## config.mk

```make
export PLATFORM = sky130hd
export DESIGN_NAME = usb_speed_fallback_seq
export DESIGN_NICKNAME = d
export VERILOG_FILES = /design/src/rtl/usbfb_pkg.sv /design/src/rtl/usbfb_tick_timer.sv /design/src/rtl/usbfb_seq_fsm.sv /design/src/rtl/usb_speed_fallback_seq.sv
export SDC_FILE = /design/constraint.sdc
export NUM_CORES = 1
export LEC_CHECK = 0
export ABC_AREA = 1
export BUFFER_PORTS_ARGS = -buffer_cell sky130_fd_sc_hd__buf_2
export CAP_MARGIN = 10
export CORE_UTILIZATION = 36
export DETAILED_ROUTE_END_ITERATION = 16
export PLACE_DENSITY = 0.52
export SYNTH_ARGS = -nofsm -noshare
export SYNTH_HDL_FRONTEND = slang
export SYNTH_SLANG_ARGS = --single-unit
```

## constraint.sdc

```tcl
create_clock -name clk_i -period 2.1 [get_ports clk_i]
set_clock_uncertainty 0.1 [all_clocks]
set_input_delay 0.105 -clock clk_i [delete_from_list [all_inputs] [get_ports clk_i]]
set_output_delay 0.105 -clock clk_i [all_outputs]
set_load 0.01 [all_outputs]
```

## src/rtl/usbfb_pkg.sv

```systemverilog
package usbfb_pkg;
  typedef enum logic [2:0] {
    ST_IDLE       = 3'd0,
    ST_SS_CONNECT = 3'd1,
    ST_SS_WAIT    = 3'd2,
    ST_DISCONNECT = 3'd3,
    ST_DELAY      = 3'd4,
    ST_HS_CONNECT = 3'd5,
    ST_DONE_SS    = 3'd6,
    ST_DONE_HS    = 3'd7
  } seq_state_e;
endpackage

```

## src/rtl/usbfb_tick_timer.sv

```systemverilog
module usbfb_tick_timer #(
  parameter int CNT_W = 16
) (
  input  logic             clk_i,
  input  logic             rst_ni,
  input  logic             clear_i,
  input  logic             run_i,
  input  logic             tick_i,
  input  logic [CNT_W-1:0] limit_i,
  output logic             expired_o
);
  logic [CNT_W-1:0] cnt_q;

  always_ff @(posedge clk_i or negedge rst_ni) begin
    if (!rst_ni)                                  cnt_q <= '0;
    else if (clear_i)                             cnt_q <= '0;
    else if (run_i && tick_i && cnt_q < limit_i)  cnt_q <= cnt_q + 1'b1;
  end

  assign expired_o = (cnt_q >= limit_i);

  AST_CNT_BOUND: assert property (@(posedge clk_i) disable iff (!rst_ni)
    run_i |-> cnt_q <= limit_i);
  AST_HOLD_NO_TICK: assert property (@(posedge clk_i) disable iff (!rst_ni)
    (!tick_i && !clear_i) |=> $stable(cnt_q));
endmodule

```

## src/rtl/usbfb_seq_fsm.sv

```systemverilog
module usbfb_seq_fsm
  import usbfb_pkg::*;
#(
  parameter int TO_W     = 16,
  parameter int CNT_W    = 16,
  parameter int DELAY_MS = 100
) (
  input  logic             clk_i,
  input  logic             rst_ni,
  input  logic             vbus_i,
  input  logic             host_reset_i,
  input  logic             set_cfg_i,
  input  logic [TO_W-1:0]  to_ms_i,
  input  logic             expired_i,
  output logic             tmr_clear_o,
  output logic             tmr_run_o,
  output logic [CNT_W-1:0] tmr_limit_o,
  output logic             conn_req_o,
  output logic             ss_en_o,
  output logic             done_ss_o,
  output logic             done_hs_o
);
  localparam logic [CNT_W-1:0] DelayLim = CNT_W'(DELAY_MS);

  seq_state_e       state_q, state_d;
  logic [TO_W-1:0]  to_q;
  logic             abort;

  assign abort = host_reset_i || !vbus_i;

  always_comb begin
    state_d = state_q;
    if (abort) state_d = ST_IDLE;
    else begin
      unique case (state_q)
        ST_IDLE:       state_d = ST_SS_CONNECT;
        ST_SS_CONNECT: state_d = ST_SS_WAIT;
        ST_SS_WAIT: begin
          if (set_cfg_i)      state_d = ST_DONE_SS;  // success wins a tie
          else if (expired_i) state_d = ST_DISCONNECT;
        end
        ST_DISCONNECT: state_d = ST_DELAY;
        ST_DELAY:      if (expired_i) state_d = ST_HS_CONNECT;
        ST_HS_CONNECT: state_d = ST_DONE_HS;
        ST_DONE_SS:    state_d = ST_DONE_SS;
        ST_DONE_HS:    state_d = ST_DONE_HS;
        default:       state_d = ST_IDLE;
      endcase
    end
  end

  always_ff @(posedge clk_i or negedge rst_ni) begin
    if (!rst_ni) begin
      state_q <= ST_IDLE;
      to_q    <= '0;
    end else begin
      state_q <= state_d;
      if (state_q == ST_SS_CONNECT) to_q <= to_ms_i;
    end
  end

  assign tmr_clear_o = (state_q == ST_SS_CONNECT) || (state_q == ST_DISCONNECT);
  assign tmr_run_o   = (state_q == ST_SS_WAIT) || (state_q == ST_DELAY);
  assign tmr_limit_o = (state_q == ST_DELAY) ? DelayLim : CNT_W'(to_q);

  always_comb begin
    conn_req_o = 1'b0;
    ss_en_o    = 1'b1;
    unique case (state_q)
      ST_SS_CONNECT, ST_SS_WAIT, ST_DONE_SS: conn_req_o = 1'b1;
      ST_DELAY:                              ss_en_o    = 1'b0;
      ST_HS_CONNECT, ST_DONE_HS: begin
        conn_req_o = 1'b1;
        ss_en_o    = 1'b0;
      end
      default: ;
    endcase
  end

  assign done_ss_o = (state_q == ST_DONE_SS);
  assign done_hs_o = (state_q == ST_DONE_HS);

  AST_SS_EN_DISCONNECTED: assert property (@(posedge clk_i) disable iff (!rst_ni)
    !$stable(ss_en_o) |-> !conn_req_o);
  AST_ABORT_IDLE: assert property (@(posedge clk_i) disable iff (!rst_ni)
    abort |=> (!conn_req_o && ss_en_o && !done_ss_o && !done_hs_o));
  AST_TIE_SUCCESS: assert property (@(posedge clk_i) disable iff (!rst_ni)
    (state_q == ST_SS_WAIT && set_cfg_i && !abort) |=> done_ss_o);
  AST_DISC_KEEPS_SS: assert property (@(posedge clk_i) disable iff (!rst_ni)
    ($fell(conn_req_o) && !$past(abort)) |-> ss_en_o);
  AST_DONE_EXCL: assert property (@(posedge clk_i) disable iff (!rst_ni)
    $onehot0({done_ss_o, done_hs_o}));
endmodule

```

## src/rtl/usb_speed_fallback_seq.sv

```systemverilog
module usb_speed_fallback_seq #(
  parameter int TO_W     = 16,
  parameter int DELAY_MS = 100
) (
  input  logic            clk_i,
  input  logic            rst_ni,
  input  logic            tick_i,
  input  logic            vbus_i,
  input  logic            host_reset_i,
  input  logic            set_cfg_i,
  input  logic [TO_W-1:0] to_ms_i,
  output logic            conn_req_o,
  output logic            ss_en_o,
  output logic            done_ss_o,
  output logic            done_hs_o
);
  localparam int DLY_W = $clog2(DELAY_MS + 1);
  localparam int CNT_W = (TO_W > DLY_W) ? TO_W : DLY_W;

  logic             tmr_clear, tmr_run, tmr_expired;
  logic [CNT_W-1:0] tmr_limit;

  usbfb_seq_fsm #(
    .TO_W(TO_W), .CNT_W(CNT_W), .DELAY_MS(DELAY_MS)
  ) u_fsm (
    .clk_i        (clk_i),
    .rst_ni       (rst_ni),
    .vbus_i       (vbus_i),
    .host_reset_i (host_reset_i),
    .set_cfg_i    (set_cfg_i),
    .to_ms_i      (to_ms_i),
    .expired_i    (tmr_expired),
    .tmr_clear_o  (tmr_clear),
    .tmr_run_o    (tmr_run),
    .tmr_limit_o  (tmr_limit),
    .conn_req_o   (conn_req_o),
    .ss_en_o      (ss_en_o),
    .done_ss_o    (done_ss_o),
    .done_hs_o    (done_hs_o)
  );

  usbfb_tick_timer #(.CNT_W(CNT_W)) u_tmr (
    .clk_i     (clk_i),
    .rst_ni    (rst_ni),
    .clear_i   (tmr_clear),
    .run_i     (tmr_run),
    .tick_i    (tick_i),
    .limit_i   (tmr_limit),
    .expired_o (tmr_expired)
  );
endmodule

```

==> flow_summary.ini <==
[cells_and_area]
design_area_mm2 = 0.00330
drive_above_1_share_pct = 37.8
instances_no_fill = 447
syn_to_final_growth_pct = 38.3
diodes = 0
nFillCells = 609
nNetsFinal = 410

[placed_design]
place_ws_ns = -0.132
dpl.hpwl_um = 4240
io_buffers = 25
dp.cells = 416
place.gp.congestion = 0.802
place_area_mm2 = 0.00275

[clock_network]
insertion_delay_ns = 0.28
cts_tree = done
cts_buffers = 5
path_clk_slew_ns = 0.07
ctsRootBufferMaster = clkbuf_8
max-clock-path-buffers = 2
clock_sinks = 35
htreeDepth = 2

[setup_path]
endpoint_kind = register
worst-path-max-fanout = 8
cp.required_ns = 2.18
start_kind = register
slowest_delay_ns = 0.41
cp_slowest_cell = dfrtp_1
worstSetupPathType = reg2reg
r2r_start = u_fsm.state_q[1]
arrival_ns = 2.27
crit_chain = nor2_4, nand2_4, nand2_1, ha_1, a21oi_2, nand2_2, a21oi_4, nand3_4, buf_6, nand3_1, nand2_1
cp_common_cell = nand2_1
ff2ff_path_depth = 11
cp_top_family = simple AND/OR/NAND/NOR gates
rrSetupSlack_ns = -0.09
r2r_end = u_tmr.cnt_q[15]
cp_num_buf_inv = 1

[floorplanning]
io_pins = 26
rows = 29
start_util_pct = 37.4
core_area_mm2 = 0.00639
fp.dieW_um = 83.4
die_h_um = 83.4
die_area_mm2 = 0.00696

[global_routing]
grt_pass1_wl_um = 9500
grt_usage_pct = 17.3
grt_pass1_vias = 1995
grt_start_max_net_pins = 21
grt-ovfl-total = 0
antenna_found_initial = 0

[timing]
finalHoldWorstSlack_ns = 0.0388
worst_slack_ns = -0.0906
fmax_mhz = 456
slew-limit-headroom_pct = 67.5
hold_viol_final = 0
setup_viol = 15
fin_crit_ns = 2.19
rsz0062_at_grt = yes
finalCritPeriodShare_pct = 104
worstMarginPinSlew_ns = 0.487
drv_slew = 0

[logic_synthesis]
synth_area_mm2 = 0.00239
synth_cell_types = 34
synth-seq-cells = 35
avgSynthCellArea_um2 = 8.09
yosys_warnings = 0
seq_area_frac_synth_pct = 36.7
synth_fp_nets = 334
postSynthCellCount = 295

[route]
num_vias = 2165
ant_nets = 0
first_iter_violations = 165
drt-total-wl_um = 5900
drt_pre_antenna_iters = 4
viasPerCell = 4.84
drcViolationCount = 0
wire_per_inst_um = 13.2

[outcome]
outcome = finished with violations
violations = setup timing

[hold_path]
holdCritPathClass = in2reg
min_to = u_fsm.state_q[2]
hp-start = set_cfg_i
whs_path_depth = 3

[job]
drv_cap = 0

[power_and_ir_drop]
comb_power_share_pct = 25.6
sw_frac_of_total_pct = 29.4
powerDensity_mw_per_mm2 = 509
pwr-share-clk_pct = 26.7
max-vdd-ir-drop_mv = 0.319
p_int_w = 0.00119
sequentialPowerShare_pct = 47.7
power_switching_w = 0.000495
cellLeakagePower_nw = 1.63
==> through the flow <==
step | TNS (ns) | power [W] | utilization, %
final | -1.07 | 0.00168 | 51.7
after global routing | -3.10 | 0.00179 | 51.7
after CTS | -0.944 | 0.00162 | 47.6
after global placement | -1.06 | 0.00112 | 43.0
after floorplan | 0 | 0.00103 | -
after detailed placement | -1.73 | 0.00113 | 43.0
==> cell usage after synthesis (all sizes together) <==
cell type / count / area [um^2]
ha: 17 / 213
o21a: 1 / 15.0
xor2: 8 / 70.1
nor2: 39 / 156
dlymetal6s2s: 1 / 12.5
mux2: 15 / 169
dfrtp: 35 / 876
a21oi: 10 / 61.3
o21bai: 1 / 7.51
nand3: 28 / 153
clkbuf: 1 / 3.75
or2: 1 / 6.26
inv: 24 / 92.6
and2: 1 / 6.26
nand2: 94 / 403
buf: 4 / 43.8
nor3: 7 / 40.0
a21o: 1 / 7.51
o21ai: 3 / 15.0
bufinv: 1 / 17.5
nand4: 3 / 18.8
==> power by group through the flow <==
stage               registers, W  clock network (W)  logic [W]
floorplan               0.000792                  0   0.000234
global placement        0.000804                  0   0.000313
detailed placement      0.000805                  0   0.000320
CTS                     0.000793           0.000472   0.000353
global route            0.000812           0.000496   0.000481
finish                  0.000801           0.000449   0.000430
==> placed cells by master, fill, tap and decap left out, types with 2 or more instances in the layout <==
| cell | count |
|---|---|
| nand3_1 | 20 |
| dfrtp_1 | 34 |
| nor3_2 | 2 |
| inv_1 | 19 |
| nor2_4 | 5 |
| nor2_2 | 2 |
| mux2_2 | 7 |
| ha_4 | 6 |
| mux2_1 | 8 |
| nand2_2 | 28 |
| buf_4 | 26 |
| nand4_1 | 3 |
| nor2_1 | 32 |
| clkbuf_8 | 5 |
| dlygate4sd3_1 | 18 |
| a21oi_1 | 4 |
| nand2_1 | 63 |
| ha_1 | 11 |
| inv_2 | 4 |
| xor2_1 | 8 |
| nand2_4 | 4 |
| nand3_2 | 7 |
| o21ai_2 | 2 |
| a21oi_2 | 5 |
| buf_2 | 25 |
| buf_6 | 3 |
| nand3_4 | 2 |
| nor3_1 | 5 |
==> worst max path at each step <==
| stage | start | end | depth (start not counted) |
|---|---|---|---|
| 6_report | u_fsm.state_q[1] | u_tmr.cnt_q[15] | 11 |
| 5_1_grt | u_fsm.state_q[1] | u_tmr.cnt_q[15] | 11 |
| 4_1_cts | u_fsm.state_q[0] | u_tmr.cnt_q[1] | 14 |
| 3_5_place_dp | u_fsm.state_q[0] | u_tmr.cnt_q[5] | 14 |
| 3_3_place_gp | u_fsm.state_q[0] | u_tmr.cnt_q[2] | 14 |
| 2_1_floorplan | u_fsm.state_q[1] | u_tmr.cnt_q[6] | 14 |
==> state kept, by name, indices dropped and copies added, names as in the netlist <==
signal and count:
u_fsm.to_q 16, u_tmr.cnt_q 16, u_fsm.state_q 3
==> worst reg2reg max path: stages, from the launching register on <==
cell	delay (ns)
dfrtp_1	0.41
nor2_4	0.19
nand2_4	0.14
nand2_1	0.10
ha_1	0.26
a21oi_2	0.14
nand2_2	0.08
a21oi_4	0.22
nand3_4	0.16
buf_6	0.18
nand3_1	0.07
nand2_1	0.05
==> kinds of logic (layout without fill, tap and decap cells) <==
| logic type | Yosys count | in the layout | synth area share, % |
|---|---|---|---|
| multiplexers | 15 | 15 | 7.08 |
| AND/OR/NAND/NOR | 173 | 176 | 32.8 |
| buffers and inverters | 31 | 103 | 7.13 |
| AO/OA/AOI/OAI | 16 | 16 | 4.45 |
| adder cells (fa/ha/maj) | 17 | 17 | 8.91 |
| flip-flops | 35 | 35 | 36.7 |
| XOR/XNOR | 8 | 8 | 2.94 |
==> final cells by class <==
type,instances,area (um^2),area share (%)
multi-input combinational,232,1610,48.7
inverter,25,115,3.49
clock buffer,6,72.6,2.20
tap,77,96.3,2.92
timing repair buffer,72,534,16.2
sequential,35,877,26.6
==> per-layer routing <==
layer  wire length [um]  up-vias  global-route usage, %
met5                  0        -                      0
met4                128        0                   6.47
met3                184        9                   3.38
met2               2680       39                   27.1
met1               2910     1003                   23.6
li1                   -     1114                      -
==> repair_timing <==
| item | in CTS | in global routing |
|---|---|---|
| buffers inserted | 1 | 3 |
| pin swaps | 2 | 9 |
| cloned | 0 | 3 |
| hold buffers | 18 | 0 |
| gates resized for setup | 8 | 46 |
| setup endpoints to repair | 16 | 17 |
| hold endpoints to repair | 35 | 0 |
(Power assumes the default switching activity.)
